File: src/rtl/rec_copy_ctrl.sv
module rec_copy_ctrl #(
  parameter int ADDR_W = 8,
  parameter int DATA_W = 8
) (
  input  logic              clk,
  input  logic              rst_n,
  input  logic              rec_en,
  input  logic              sec_sel,
  input  logic              sec_clr,
  input  logic [DATA_W-1:0] led_in,
  input  logic [DATA_W-1:0] ram_rdata,
  output logic [ADDR_W-1:0] ram_addr,
  output logic [DATA_W-1:0] ram_wdata,
  output logic              ram_we,
  output logic              ram_ce,
  output logic [DATA_W-1:0] led_out
);
  localparam int HW = ADDR_W - 1;
  localparam int PH_W = 3;
  localparam logic [PH_W-1:0] LED_SLOT = 3'd0;
  localparam logic [PH_W-1:0] RD_SLOT  = 3'd2;
  localparam logic [PH_W-1:0] CAP_SLOT = 3'd3;
  localparam logic [PH_W-1:0] WR_SLOT  = 3'd5;

  logic [PH_W-1:0]   phase;
  logic [HW-1:0]     src_cnt, dst_cnt;
  logic              armed;
  logic [DATA_W-1:0] hold;

  wire rd_slot = (phase == RD_SLOT) && rec_en;
  wire wr_slot = (phase == WR_SLOT) && armed;

  assign ram_ce    = rd_slot | wr_slot;
  assign ram_we    = wr_slot;
  assign ram_wdata = hold;
  assign ram_addr  = wr_slot ? {1'b1, dst_cnt} :
                     rd_slot ? {1'b0, src_cnt} : '0;

  always_ff @(posedge clk or negedge rst_n) begin
    if (!rst_n) begin
      phase   <= '0;
      armed   <= 1'b0;
      hold    <= '0;
      led_out <= '0;
    end else begin
      phase <= phase + 1'b1;
      if (phase == LED_SLOT) led_out <= led_in;
      if (phase == RD_SLOT) armed <= rec_en;
      else if (phase == WR_SLOT) armed <= 1'b0;
      if (phase == CAP_SLOT && armed) hold <= ram_rdata;
    end
  end

  always_ff @(posedge clk or negedge rst_n) begin
    if (!rst_n) begin
      src_cnt <= '0;
      dst_cnt <= '0;
    end else begin
      if (sec_clr && !sec_sel) src_cnt <= '0;
      else if (wr_slot)        src_cnt <= src_cnt + 1'b1;
      if (sec_clr && sec_sel)  dst_cnt <= '0;
      else if (wr_slot)        dst_cnt <= dst_cnt + 1'b1;
    end
  end

  p_we_dest_r5: assert property (@(posedge clk) disable iff (!rst_n)
    ram_we |-> (ram_addr[ADDR_W-1] && ram_ce));

  p_we_single_r4: assert property (@(posedge clk) disable iff (!rst_n)
    ram_we |=> !ram_we);

  p_write_after_read_r4: assert property (@(posedge clk) disable iff (!rst_n)
    ram_we |-> $past(ram_ce && !ram_we, 3));

  p_led_hold_r2: assert property (@(posedge clk) disable iff (!rst_n)
    ($past(phase) != LED_SLOT) |-> $stable(led_out));

  p_clr_src_r8: assert property (@(posedge clk) disable iff (!rst_n)
    (sec_clr && !sec_sel) |=> (src_cnt == '0));

  p_clr_dst_r8: assert property (@(posedge clk) disable iff (!rst_n)
    (sec_clr && sec_sel) |=> (dst_cnt == '0));

  p_inc_r6: assert property (@(posedge clk) disable iff (!rst_n)
    (ram_we && !sec_clr) |=> (src_cnt == HW'($past(src_cnt) + 1'b1)));

  p_idle_r7: assert property (@(posedge clk) disable iff (!rst_n)
    (!ram_ce && !sec_clr) |=> (dst_cnt == $past(dst_cnt)));
endmodule

File: config.mk
export PLATFORM = sky130hd
export DESIGN_NAME = rec_copy_ctrl
export DESIGN_NICKNAME = d
export VERILOG_FILES = /design/src/rtl/rec_copy_ctrl.sv
export SDC_FILE = /design/constraint.sdc
export NUM_CORES = 1
export LEC_CHECK = 0
export BUFFER_PORTS_ARGS = -buffer_cell sky130_fd_sc_hd__buf_2
export CAP_MARGIN = 20
export CORE_MARGIN = 2
export CORE_UTILIZATION = 35
export CTS_CLUSTER_DIAMETER = 60
export DETAILED_ROUTE_END_ITERATION = 8
export PLACE_DENSITY = 0.55
export SLEW_MARGIN = 20
export SYNTH_ARGS = -nofsm -noshare
export SYNTH_HDL_FRONTEND = slang
export SYNTH_SLANG_ARGS = --single-unit
File: constraint.sdc
create_clock -name clk -period 4.6 [get_ports clk]
set_input_delay 0.46 -clock clk [delete_from_list [all_inputs] [get_ports clk]]
set_output_delay 0.46 -clock clk [all_outputs]
set_load 0.005 [all_outputs]
=== Word-level counts from Yosys, hierarchy flattened ===
Cells that the tools add are included.
Widths: inputs -> output; s select.

* Bitwise gates (word level): 1
* Equal/unequal tests: 3
* Reductions and logical operators: 10
* $add $sub $neg: 3
* Multiplexer cells: 8

{| class="wikitable"
|+ Operator list
! cell !! count
|-
| $mux 7 || 5
|-
| $add 7x1->7 const B || 2
|-
| $mux 8 || 1
|-
| $eq 3x2->1 const B || 2
|-
| $reduce_bool 2->1 || 3
|-
| $logic_and 1x1->1 || 5
|-
| $add 3x1->3 const B || 1
|-
| $eq 3x3->1 const B || 1
|-
| $logic_not 3->1 || 1
|-
| $mux 1 || 2
|-
| $logic_not 1->1 || 1
|-
| $or 1x1->1 || 1
|}

* Register bits after elaboration: 34
* Input bits: 21
* Output and inout port bits: 26
* Logic and storage cells: 31

=== Logic depth before layout (Yosys ltp) ===
* Depth after elaboration: 4
* Gate-level depth with buffers: 7
* Mapped depth without buffers: 6

=== Worst setup path before layout ===
Ideal clock, no wire load.

* Path type: register -> output
* From: register phase[1]
* To: output ram_addr[0]
* Cell stages (with the launch flop): 8
* Buffers on the path: 1
* Setup slack: 2.816 ns
* Arrival: 1.324 ns
* Data required time: 4.140 ns
* Cell sequence: dfrtp_1 -> inv_1 -> ha_1 -> nand3_1 -> inv_1 -> buf_4 -> a21oi_1 -> nor2_1

* Elaborated cells on any way between the ends: 6

{| class="wikitable"
|+ RTL lines
! item !! line !! source
|-
| from (decl) || 25 || <nowiki>logic [PH_W-1:0] phase;</nowiki>
|-
| from (signal assigned) || 46 || <nowiki>phase <= phase + 1'b1;</nowiki>
|-
| $eq 3x3->1 || 31 || <nowiki>wire wr_slot = (phase == WR_SLOT) && armed;</nowiki>
|-
| $logic_and 1x1->1 || 31 ||
|-
| named net ram_we || 14 || <nowiki>output logic ram_we,</nowiki>
|-
| $mux 8 || 36 || <nowiki>assign ram_addr = wr_slot ? {1'b1, dst_cnt} :</nowiki>
|-
| to (decl) || 12 || <nowiki>output logic [ADDR_W-1:0] ram_addr,</nowiki>
|}

The timed path passes the listed nets, and every way through them passes these cells.

=== Worst setup path in the final report ===
* From: register phase[1]
* To: output ram_addr[4]

* Cells in the longest elaborated chain, start to end: 4
* Elaborated cells on any way between the ends: 6

{| class="wikitable"
|+ Ends and longest elaborated chain
! item !! line !! source
|-
| $eq 3x2->1 || 30 || <nowiki>wire rd_slot = (phase == RD_SLOT) && rec_en;</nowiki>
|-
| $logic_and 1x1->1 || 30 ||
|-
| $mux 7 || 37 || <nowiki>rd_slot ? {1'b0, src_cnt} : '0;</nowiki>
|-
| $mux 8 * || 36 ||
|}

Mark *: on every way between the ends. The rest lies on a longest branch, timed or not.

==> impl_metrics.tcl <==
set metrics [dict create \
    hold_viol_final 0 \
    p_per_area_nw_per_um2 289.9 \
    nets 213 \
    fin_area_um2 1938 \
    syn_nets 167 \
    ios 47 \
    postCtsHoldBufs 0 \
    critPathMostFrequentCell "inv_1" \
    portBuffers 46 \
    core_area_um2 4384 \
    synth_cells 139 \
    clkTransAtPathRegs_ns 0.06 \
    worstPathMaxFanout 13 \
    place_area_um2 1859 \
    row_count 24 \
    tightest_slew_ns 0.7556 \
    startpoint "phase[1]" \
    drc 0 \
    antenna_found_initial 0 \
    layout-drive-gt1-share 0.3892 \
    timing.rr.end "src_cnt[0]" \
    worstSetupStartpointType "flip-flop" \
    die_h_um 71.62 \
    cts.sinks 34 \
    grt_usage 0.1363 \
    skew_ns 0.002145 \
    reg2reg_depth 6 \
    cp.required_ns 4.14 \
    firstDrtPassIters 4 \
    cp_slowest_cell "dfrtp_1" \
    numCtsBuffers 5 \
    clockRootBuffer "clkbuf_8" \
    finalCoreUtilization 0.4421 \
    dr.first_iter.drc_count 90 \
    post-route-min-period_ns 2.423 \
    h-tree-depth 2 \
    gr-total-overflow 0 \
    p_leak_uw 0.0009294 \
    clk_latency_ns 0.28 \
    status "finished clean" \
    crit_path_end "ram_addr[4]" \
    seq_area_frac_synth 0.5317 \
    maxSlewViolCount 0 \
    cp.depth 6 \
    postCtsSetupRepairBufs 0 \
    fin_crit_sh 0.5267 \
    hpwl_mm 2.391 \
    setup_viol 0 \
    vias_per_cell 5.042 \
    design.die.area_um2 5129 \
    worstHoldPathType "in -> async" \
    chipWidth_um 71.62 \
    synth_area_um2 1600 \
    cpPeakStageDelay_ns 0.40 \
    cts_tree "yes" \
    syn2layout_area_growth_pct 21.11 \
    crit_type "reg -> out" \
    async_reset_ff_frac 1.000 \
    fmax_mhz 412.8 \
    yosys_warnings 0 \
    crit_buf_inv 3 \
    initial_core_util 0.3650 \
    grt_pass1_vias 1261 \
    synth-seq-cells 34 \
    synth.largest_area_cell "dfrtp_1" \
    routed_wl_mm 3.240 \
    ys_types 24 \
    synth_most_common_cell "dfrtp_1" \
    fillers 426 \
    diodes 0 \
    cts_buffer_depth 2 \
    path_cells "inv_1, ha_1, nand3_1, inv_1, a22o_1, buf_2" \
    timing.slew.headroom 0.4962 \
    setup_tns_ns 0 \
    synth_ff_type "dfrtp_1" \
    grt_max_degree 35 \
    cts-resized-gates 0 \
    crit_family "buffers and inverters" \
    r2r_slack_ns 2.89 \
    yosys-top-cells-area "dfrtp_1, mux2_2, ha_1" \
    ir_drop_v 0.0001529 \
    ant_nets 0 \
    synth_top_cells_by_count "dfrtp_1, mux2_2, nand2_1" \
    total_power_uw 561.8 \
    whs_ns 0.2466 \
    synth_top_area_share 0.5317 \
    critPathCaptureType "output port" \
    syn_area_per_cell_um2 11.51 \
    critical_path_arrival_ns 1.96 \
    grt_pass1_wl_mm 5.437 \
    rsz0062_at_grt "no" \
    gp_congestion 0.7386 \
    r2r-start "phase[1]" \
    synth_edf_count 0 \
    maxCapViolations 0 \
    vias 1195 \
    post_drt_wl_per_cell_um 13.67 \
]
## metal layers
metal / track usage / vias up / part of all wire
li1: - / 576 / -
met1: 0.1581 / 574 / 0.43
met2: 0.2305 / 39 / 0.48
met3: 0.04641 / 6 / 0.066
met4: 0.05660 / 0 / 0.016
met5: 0 / - / 0
## stage by stage
stage,cells,worst slack [ns]
floorplan,139,2.816
global placement,230,2.593
detailed placement,230,2.461
CTS,237,2.143
global route,237,2.008
finish,237,2.177
## registers in the layout (all words and copies together), names as in the netlist
name,cells
phase,3
ram_wdata,8
dst_cnt,7
armed,1
led_out,8
src_cnt,7
## layout make-up
type | instances | area (um^2) | area share
sequential | 34 | 850.8 | 0.4390
multi-input combinational | 93 | 694.4 | 0.3583
timing repair buffer | 46 | 230.2 | 0.1188
clock buffer | 5 | 68.82 | 0.03551
tap | 52 | 65.06 | 0.03357
inverter | 5 | 18.77 | 0.009684
clock inverter | 2 | 10.01 | 0.005165
## logic make-up (layout without fill, tap and decap cells)
logic type | count (synthesis) | after routing | share of synthesized area
xor+xnor | 4 | 4 | 0.02190
simple gates | 40 | 40 | 0.1486
flops | 34 | 34 | 0.5317
mux | 17 | 17 | 0.1188
fa+ha+maj | 7 | 7 | 0.05473
buf+inv | 12 | 58 | 0.03440
compound gates | 25 | 25 | 0.08991
## cells in the final DEF (no fill, tap or decap)
master	synthesis	layout
dfrtp_1	34	34
a22o_1	5	5
inv_1	5	5
or3_1	8	8
o21ai_0	9	9
nor2_1	6	6
mux2_2	16	16
and2_1	1	1
nor2b_1	1	1
a21oi_1	11	11
buf_2	2	46
nand4_4	2	2
clkbuf_8	0	5
clkinv_2	0	2
ha_1	7	7
or2_2	1	1
xnor2_1	2	2
nand4_1	6	6
mux2i_1	1	1
and3b_1	1	1
xor2_1	2	2
nand2_1	12	12
nand3_1	1	1
nand3b_1	1	1
## worst min path at each step
stage	start	end	slack, ns	depth (start not counted)
finish	rst_n	dst_cnt[5]	0.25	1
floorplan	rst_n	armed	0.16	0
global route	rst_n	led_out[1]	0.30	1
global placement	phase[0]	phase[0]	0.48	1
detailed placement	led_out[4]	led_out[4]	0.49	1
CTS	rst_n	dst_cnt[6]	0.27	1
## report_power, final
group | switching (uW) | internal (uW) | total (uW)
clock | 102 | 101 | 203
sequential | 7.05 | 311 | 318
combinational | 18.3 | 22.2 | 40.5
Power figures use the tool's default switching activity.
